$ cat src/rtl/cfc_pkg.sv
package cfc_pkg;
    typedef enum logic [2:0] {
        ST_IDLE       = 3'd0,
        ST_ROB_SQUASH = 3'd1,
        ST_TRAP_WAIT  = 3'd2,
        ST_FTRAP_WAIT = 3'd3,
        ST_FLUSH_PEND = 3'd4
    } thr_state_e;

    localparam int STATE_W = 3;
endpackage

$ cat src/rtl/cfc_tag_latch.sv
module cfc_tag_latch #(
    parameter int SEQ_W = 16
) (
    input  logic             clk,
    input  logic             rst_n,
    input  logic             capture,
    input  logic [SEQ_W-1:0] cap_seq,
    input  logic             clear,
    output logic             held_vld,
    output logic [SEQ_W-1:0] held_seq
);
    always_ff @(posedge clk) begin
        if (!rst_n) begin
            held_vld <= 1'b0;
            held_seq <= '0;
        end else if (clear) begin
            held_vld <= 1'b0;
            held_seq <= '0;
        end else if (capture) begin
            held_vld <= 1'b1;
            held_seq <= cap_seq;
        end
    end

    // A repeat request while a tag is held must name the same instruction
    assert_tag_conflict_R9: assert property (@(posedge clk) disable iff (!rst_n)
        (capture && held_vld && !clear) |-> (cap_seq == held_seq));

    assert_clear_drops_R1: assert property (@(posedge clk) disable iff (!rst_n)
        clear |=> !held_vld);
endmodule

$ cat src/rtl/cfc_thread_fsm.sv
module cfc_thread_fsm
    import cfc_pkg::*;
(
    input  logic       clk,
    input  logic       rst_n,
    input  logic       takeover,
    input  logic       head_valid,
    input  logic       head_flush,
    input  logic       trap_raise,
    input  logic       ftrap_raise,
    input  logic       trap_squash,
    input  logic       tc_squash,
    input  logic       rob_squash_done,
    output logic       commit_en,
    output logic       retire,
    output logic       flush_req,
    output logic       squash_all,
    output logic       flush_fire,
    output thr_state_e state
);
    thr_state_e state_n;
    logic       ext_squash;

    // State register
    always_ff @(posedge clk) begin
        if (!rst_n) state <= ST_IDLE;
        else        state <= state_n;
    end

    // Outputs
    always_comb begin
        ext_squash = !takeover && (trap_squash || tc_squash);
        flush_fire = !takeover && (state == ST_FLUSH_PEND) && !trap_squash && !tc_squash;
        squash_all = ext_squash || flush_fire;
        commit_en  = !takeover && (state == ST_IDLE) && !trap_squash && !tc_squash
                     && !trap_raise && !ftrap_raise;
        retire     = commit_en && head_valid;
        flush_req  = retire && head_flush;
    end

    // Next state
    always_comb begin
        state_n = state;
        if (takeover) begin
            state_n = ST_IDLE;
        end else if (squash_all) begin
            state_n = ST_ROB_SQUASH;
        end else begin
            unique case (state)
                ST_IDLE: begin
                    if (trap_raise)       state_n = ST_TRAP_WAIT;
                    else if (ftrap_raise) state_n = ST_FTRAP_WAIT;
                    else if (flush_req)   state_n = ST_FLUSH_PEND;
                end
                ST_ROB_SQUASH: if (rob_squash_done) state_n = ST_IDLE;
                ST_TRAP_WAIT:  state_n = ST_TRAP_WAIT;
                ST_FTRAP_WAIT: state_n = ST_FTRAP_WAIT;
                ST_FLUSH_PEND: state_n = ST_ROB_SQUASH;
                default:       state_n = ST_IDLE;
            endcase
        end
    end

    assert_enter_pend_R2: assert property (@(posedge clk) disable iff (!rst_n)
        (retire && head_flush && !takeover) |=> (state == ST_FLUSH_PEND));

    assert_pend_no_commit_R2: assert property (@(posedge clk) disable iff (!rst_n)
        (state == ST_FLUSH_PEND) |-> !retire);

    assert_pend_squashes_R3: assert property (@(posedge clk) disable iff (!rst_n)
        (state == ST_FLUSH_PEND && !takeover) |-> squash_all);

    assert_fire_once_R3: assert property (@(posedge clk) disable iff (!rst_n)
        flush_fire |=> !flush_fire);

    assert_no_commit_squash_R4: assert property (@(posedge clk) disable iff (!rst_n)
        squash_all |-> !retire);

    assert_rob_hold_R6: assert property (@(posedge clk) disable iff (!rst_n)
        (state == ST_ROB_SQUASH && !rob_squash_done && !squash_all && !takeover)
        |=> (state == ST_ROB_SQUASH));

    assert_trap_wait_R7: assert property (@(posedge clk) disable iff (!rst_n)
        (state == ST_TRAP_WAIT || state == ST_FTRAP_WAIT) |-> !commit_en);
endmodule

$ cat src/rtl/commit_flush_ctrl.sv
module commit_flush_ctrl
    import cfc_pkg::*;
#(
    parameter int THREADS = 2,
    parameter int SEQ_W   = 16
) (
    input  logic                         clk,
    input  logic                         rst_n,
    input  logic                         takeover,
    input  logic [THREADS-1:0]           head_valid,
    input  logic [THREADS-1:0]           head_flush,
    input  logic [THREADS*SEQ_W-1:0]     head_seq,
    input  logic [THREADS-1:0]           trap_raise,
    input  logic [THREADS-1:0]           ftrap_raise,
    input  logic [THREADS-1:0]           trap_squash,
    input  logic [THREADS-1:0]           tc_squash,
    input  logic [THREADS-1:0]           rob_squash_done,
    output logic [THREADS-1:0]           commit_en,
    output logic [THREADS-1:0]           retire,
    output logic [THREADS-1:0]           squash_all,
    output logic [THREADS-1:0]           restart_vld,
    output logic [THREADS*SEQ_W-1:0]     restart_seq,
    output logic [THREADS-1:0]           activity,
    output logic [THREADS*STATE_W-1:0]   thread_state
);
    localparam int TOT_SEQ_W = THREADS * SEQ_W;

    logic [THREADS-1:0]   flush_req;
    logic [THREADS-1:0]   flush_fire;
    logic [THREADS-1:0]   tag_vld;
    logic [TOT_SEQ_W-1:0] tag_seq;

    for (genvar t = 0; t < THREADS; t++) begin : g_thr
        thr_state_e st;
        logic       clr;

        cfc_thread_fsm u_fsm (
            .clk             (clk),
            .rst_n           (rst_n),
            .takeover        (takeover),
            .head_valid      (head_valid[t]),
            .head_flush      (head_flush[t]),
            .trap_raise      (trap_raise[t]),
            .ftrap_raise     (ftrap_raise[t]),
            .trap_squash     (trap_squash[t]),
            .tc_squash       (tc_squash[t]),
            .rob_squash_done (rob_squash_done[t]),
            .commit_en       (commit_en[t]),
            .retire          (retire[t]),
            .flush_req       (flush_req[t]),
            .squash_all      (squash_all[t]),
            .flush_fire      (flush_fire[t]),
            .state           (st)
        );

        assign clr = takeover || squash_all[t];

        cfc_tag_latch #(.SEQ_W(SEQ_W)) u_tag (
            .clk      (clk),
            .rst_n    (rst_n),
            .capture  (flush_req[t]),
            .cap_seq  (head_seq[t*SEQ_W +: SEQ_W]),
            .clear    (clr),
            .held_vld (tag_vld[t]),
            .held_seq (tag_seq[t*SEQ_W +: SEQ_W])
        );

        assign restart_vld[t]                 = flush_fire[t];
        assign activity[t]                    = flush_fire[t];
        assign restart_seq[t*SEQ_W +: SEQ_W]  = flush_fire[t] ? tag_seq[t*SEQ_W +: SEQ_W] : '0;
        assign thread_state[t*STATE_W +: STATE_W] = st;

        // A flush squash always presents a latched tag
        assert_tag_present_R3: assert property (@(posedge clk) disable iff (!rst_n)
            restart_vld[t] |-> tag_vld[t]);

        // A trap or context-write squash leaves no stale tag behind
        assert_ext_clears_R5: assert property (@(posedge clk) disable iff (!rst_n)
            (squash_all[t] && !restart_vld[t]) |=> !tag_vld[t]);
    end
endmodule

$ cat config.mk
export PLATFORM = sky130hd
export DESIGN_NAME = commit_flush_ctrl
export DESIGN_NICKNAME = d
export VERILOG_FILES = /design/src/rtl/cfc_pkg.sv /design/src/rtl/cfc_tag_latch.sv /design/src/rtl/cfc_thread_fsm.sv /design/src/rtl/commit_flush_ctrl.sv
export SDC_FILE = /design/constraint.sdc
export NUM_CORES = 1
export LEC_CHECK = 0
export BUFFER_PORTS_ARGS = -buffer_cell sky130_fd_sc_hd__buf_2
export CAP_MARGIN = 30
export CELL_PAD_IN_SITES_DETAIL_PLACEMENT = 1
export CELL_PAD_IN_SITES_GLOBAL_PLACEMENT = 1
export CORE_MARGIN = 10
export CORE_UTILIZATION = 30
export DETAILED_ROUTE_END_ITERATION = 10
export MAX_ROUTING_LAYER = met4
export PLACE_DENSITY_LB_ADDON = 0.1
export SETUP_SLACK_MARGIN = 0.02
export SYNTH_ARGS = -nofsm -noshare
export SYNTH_HDL_FRONTEND = slang
export SYNTH_SLANG_ARGS = --single-unit
$ cat constraint.sdc
create_clock -name clk -period 2.06 [get_ports clk]
set_input_delay 0.412 -clock clk [delete_from_list [all_inputs] [get_ports clk]]
set_output_delay 0.412 -clock clk [all_outputs]
set_load 0.05 [all_outputs]
# After elaboration in Yosys (flattened, before gate mapping)
# Index checks and enable logic that the tools add are counted.
[totals] input_bits=49 ff_bits=38 wordCells=85 out_inout_bits=48
[classes] eq_ne=16 muxes=14 reduce_logical=48 bitwise=1
[op_table] operator="$mux 16" n=2
[op_table] operator="$pmux 3 s5" n=2
[op_table] operator="$mux 3" n=8
[op_table] operator="$logic_and 1x1->1" n=22
[op_table] operator="$eq 3x2->1 const B" n=4
[op_table] operator="$ne 5x3->1 const B" n=2
[op_table] operator="$logic_not 1->1" n=9
[op_table] operator="$ne 4x3->1 const B" n=2
[op_table] operator="$reduce_and 2->1" n=4
[op_table] operator="$eq 3x1->1 const B" n=2
[op_table] operator="$eq 3x3->1 const B" n=2
[op_table] operator="$logic_not 3->1" n=2
[op_table] operator="$logic_or 1x1->1" n=6
[op_table] operator="$ne 3x2->1 const B" n=2
[op_table] operator="$reduce_or 2->1" n=3
[op_table] operator="$reduce_or 3->1" n=2
[op_table] operator="$ne 2x2->1 const B" n=2
[op_table] operator="$mux 1" n=2
[op_table] operator="$not 1->1" n=1

# Depth between registers and ports, before layout
[depth] ltp_word=13 ltp_mapped=6 depth_no_buf=3

# By module
# A second synthesis with hierarchy kept.
[hier_totals] cells_unflattened=198 hier_area_um2=1914.3
[by_module_without_submodules] mod="cfc_tag_latch" area_per_inst_um2=621.8 n_inst=2 cells_per_inst=56
[by_module_without_submodules] mod="cfc_thread_fsm" area_per_inst_um2=193.9 n_inst=2 cells_per_inst=24
[by_module_without_submodules] mod="commit_flush_ctrl" area_per_inst_um2=282.8 n_inst=1 cells_per_inst=38

# Least setup slack after synthesis
# OpenSTA, ideal clock, no wires.
[synth_timing] kind="reg2out" from="register g_thr[0].u_fsm.state[2]" to="output restart_seq[10]" path_slack_ns=-0.563 stages_incl_launch_ff=6 arrival_time_ns=2.211 path_cell_list="dfxtp_1 -> or3b_2 -> clkbuf_1 -> nor4_4 -> buf_2 -> and2_1"
[synth_between] elab_chain_len=5
[synth_rtl] element="start: declaration" line="cfc_thread_fsm.sv:19" text="output thr_state_e state"
[synth_rtl] element="start signal: assignment" line="cfc_thread_fsm.sv:27" text="else state <= state_n;"
[synth_rtl] element="$eq 3x3->1" line="cfc_thread_fsm.sv:33" text="flush_fire = !takeover && (state == ST_FLUSH_PEND) && !trap_squash && !tc_squash;"
[synth_rtl] element="$logic_and 1x1->1 (3 in a row)" line="cfc_thread_fsm.sv:33"
[synth_rtl] element="net g_thr[0].u_fsm.flush_fire" line="cfc_thread_fsm.sv:18" text="output logic flush_fire,"
[synth_rtl] element="$mux 16" line="commit_flush_ctrl.sv:70" text="assign restart_seq[t*SEQ_W +: SEQ_W] = flush_fire[t] ? tag_seq[t*SEQ_W +: SEQ_W] : '0;"
[synth_rtl] element="end: declaration" line="commit_flush_ctrl.sv:22" text="output logic [THREADS*SEQ_W-1:0] restart_seq,"
# The timed path passes the listed nets, and every way through them passes these cells.

# Worst setup path after layout
[layout_timing] from="register g_thr[0].u_fsm.state[0]" to="output restart_seq[15]"
[layout_between] elab_chain_len=5
[layout_rtl] element="$eq 3x3->1" line="cfc_thread_fsm.sv:33"
[layout_rtl] element="$logic_and 1x1->1 (3 in a row)" line="cfc_thread_fsm.sv:33"
[layout_rtl] element="$mux 16" line="commit_flush_ctrl.sv:70"
# No other way between the ends.

==> summary.md <==
| Metric | Value |
|---|---|
| Finished Layout Cells | `428` |
| Sw Share | `24.0%` |
| Predominant post-synthesis flop cell | `dfxtp_1` |
| Clock Skews | `3.00 ps` |
| Vias in the first global route | `between 2000 and 2500` |
| Cell Pwr Density | `around 420 nW/um^2` |
| Clk sink count | `38` |
| Largest net degree at the start of global routing | `35` |
| Register area share after synthesis | `between 30% and 40%` |
| Wl on met1 | `2890 um` |
| N_diodes | `0` |
| Mux cell area share after synthesis | `15.3%` |
| Starting DRC count in detailed routing | `20` |
| Worst-skew pair later-pin latency | `280 ps` |
| Cell count after synthesis | `239` |
| Wire length of the first global-routing pass | `10700 um` |
| Met2 WL | `3220 um` |
| Root Driver | `clkbuf_8` |
| Area delta synth->final | `56.3%` |
| Die height | `slightly above 100 um` |
| Leakage | `1.32 nW` |
| Max cap viols | `0` |
| Post-synth ARST share | `0%` |
| Post-synth EDFFs | `0` |
| Period minus WS final | `2160 ps` |
| Status | `complete, but fails checks` |
| Worst Hold Launch | `head_seq[25]` |
| Worst-margin pin slew | `348 ps` |
| Clock buffer count from CTS | `5` |
| Worst ir drop on vdd | `around 0.00027 V` |
| GRT Total Usage | `11.9%` |
| Sw power | `0.329 mW` |
| Port buffer count | `between 90 and 100` |
| Core Footprint | `6790 um^2` |
| Simple-gate share of the synthesized area | `37.1%` |
| Synth Area in Compound Gates | `2.51%` |
| Max incr delay on CP | `410 ps` |
| Relative slew slack | `76.8%` |
| Reg area | `776 um^2` |
| Synth Warn # | `0` |
| Top Metal Used | `met4` |
| Bufs on Longest Clock Path | `2` |
| Dpl cells | `420` |
| Worst EP arrival | `1750 ps` |
| Synth cell types | `31` |
| Setup ws final | `-102 ps` |
| Reg2Reg Setup Slack | `260 ps` |
| CTS tree | `built` |
| Io pins | `97` |
| Reg power frac | `53.8%` |
| Final period util | `105%` |
| Wirelength per Cell | `between 15 and 20 um` |
| Vias | `2001` |
| CTS clock-pin slew for the worst setup and hold paths | `around 70 ps` |
| Antenna viol nets, final | `0` |
| Starting Density | `30.8%` |
| Synthesized-area fraction occupied by adder cells | `0%` |
| Antenna violations before repair | `0` |
| Fmax | `0.462 GHz` |
| Crit-path max FO | `18` |
| Mapped Area | `2090 um^2` |
| Slowest cell on crit path | `or3b_4` |
| Die area | `~11000 um^2` |
| Final Max Slew Viols | `0` |
| H-tree depth | `2` |
| DRT Pass-1 Iters | `4` |
| Worst Setup End Kind | `primary output` |
| DP Wirelength | `4720 um` |
| DRC Markers | `0` |
| Crit Path Category | `reg -> out` |
| DRT Wirelength | `6450 um` |
| Worst min path class | `in -> reg` |
| GRT overflow | `0` |
| Pre-CTS WS | `-45.4 ps` |
| Net Count, Synth | `288` |
| XOR/XNOR Fraction of Synth Area | `0%` |
| Internal | `1.04 mW` |
| Req. time, crit path | `between 1500 and 2000 ps` |
| Clock Power Share | `34.7%` |
| Gate power share | `11.4%` |
| Via-to-Cell Ratio | `4.68` |
| # setup viols final | `19` |
| Failing checks | `negative setup slack` |
| Yosys reg bits | `38` |
| Crit-path cells | `or3b_4, nor4_4, buf_12, and2_2, buf_8` |
| Share of cells above drive strength 1 | `51.8%` |
| Fin. Hold Viols | `0` |
| RePlAce Congestion | `0.720` |
| Avg Synthesized Cell Area | `between 8 and 9 um^2` |
| Critical Path Start | `g_thr[0].u_fsm.state[0]` |
| Die W | `104 um` |
| Routed wl met3 | `282 um` |
| Worst Setup Start Kind | `register` |
| FP Rows | `30` |
| Worst R2R Start | `g_thr[0].u_fsm.state[1]` |
| RSZ-0062 raised after global routing | `yes` |
| Largest family of logic cells by synthesized area | `simple AND/OR/NAND/NOR gates` |
| Fillers | `813` |
| Final #Nets | `381` |
| Area occupied by multi-input gates | `1270 um^2` |
[critical path, delay by kind of cell (launching register included)]
| kind | cells | cell delay, ps |
|---|---|---|
| simple gates | 3 | 800 |
| buf+inv | 2 | 320 |
| flops | 1 | 340 |
[cell type report]
| type | instances | share of cell area [%] |
|---|---|---|
| clock buffers | 7 | 2.33 |
| inverters | 1 | 0.115 |
| multi-input cells | 170 | 38.7 |
| flip-flops and latches | 38 | 23.7 |
| well taps | 96 | 3.67 |
| repair buffers | 116 | 31.4 |
[through the flow]
stage | power (mW) | TNS [ps] | utilization [%] | hold slack, ps | instance area, um^2
floorplan | 0.829 | -667 | - | 442 | 2200
global placement | 0.904 | -447 | 41.6 | 452 | 2820
detailed placement | 0.905 | -499 | 41.6 | 463 | 2820
CTS | 1.39 | -2150 | 47.3 | 375 | 3210
global route | 1.45 | -3440 | 48.1 | 377 | 3270
finish | 1.37 | -1490 | 48.1 | 379 | 3270
[metal layers]
metal  vias to the layer above  global-route usage [%]
met5                         -                       -
met4                         0                    3.02
met3                         7                    3.10
met2                        60                    19.9
met1                       927                    13.9
li1                       1007                       -
[repair_timing]
item                       4_1_cts  5_1_grt
setup endpoints to repair       40       41
gates resized for setup         93       22
pin swaps                        5        5
setup buffers                    1        0
hold buffers                     0        0
[power groups by stage]
stage          Sequential (mW)  Combinational (mW)  Clock (mW)
6_report                 0.737               0.157       0.476
5_1_grt                  0.737               0.172       0.537
4_1_cts                  0.737               0.158       0.496
3_5_place_dp             0.754               0.152           0
3_3_place_gp             0.753               0.151           0
2_1_floorplan            0.766              0.0622           0
[path summary, 6_finish.rpt]
path,depth (start not counted),to
setup / recovery,5,restart_seq[15]
hold / removal,3,g_thr[1].u_tag.held_seq[9]
setup reg to reg,6,g_thr[0].u_tag.held_seq[6]
hold reg to reg,2,g_thr[1].u_tag.held_seq[5]
[sequential cells by signal, summed over array words and instances, names as in the netlist]
signal,cells
g_thr.u_fsm.state,6
g_thr.u_tag.held_seq,32
[placed cells by master, fill, tap and decap left out, types with 3 or more instances in the layout]
cell	netlist	final
nand3_1	64	64
buf_2	4	58
mux2i_1	32	32
dfxtp_1	38	32
buf_8	0	30
and2_4	0	25
buf_4	10	17
and2_2	0	8
nor2_1	7	6
clkbuf_8	0	5
buf_12	1	5
buf_6	1	4
dfxtp_4	0	3
dfxtp_2	0	3
[cells by family (layout without fill, tap and decap cells)]
group | count (synthesis) | count (layout)
buffers and inverters | 31 | 124
DFF | 38 | 38
muxes | 32 | 32
and+or+nand+nor | 130 | 130
AOI/OAI and AO/OA | 8 | 8
[cells in the mapped netlist (3+ instances only)]
library cell | instances | area share [%]
buf_4 | 10 | 3.6
buf_2 | 4 | 0.96
and2_1 | 35 | 10
nor2b_1 | 3 | 0.90
dfxtp_1 | 38 | 36
clkbuf_1 | 13 | 2.3
nor2_1 | 7 | 1.3
nand3_1 | 64 | 15
mux2i_1 | 32 | 15
(Power assumes the default switching activity.)
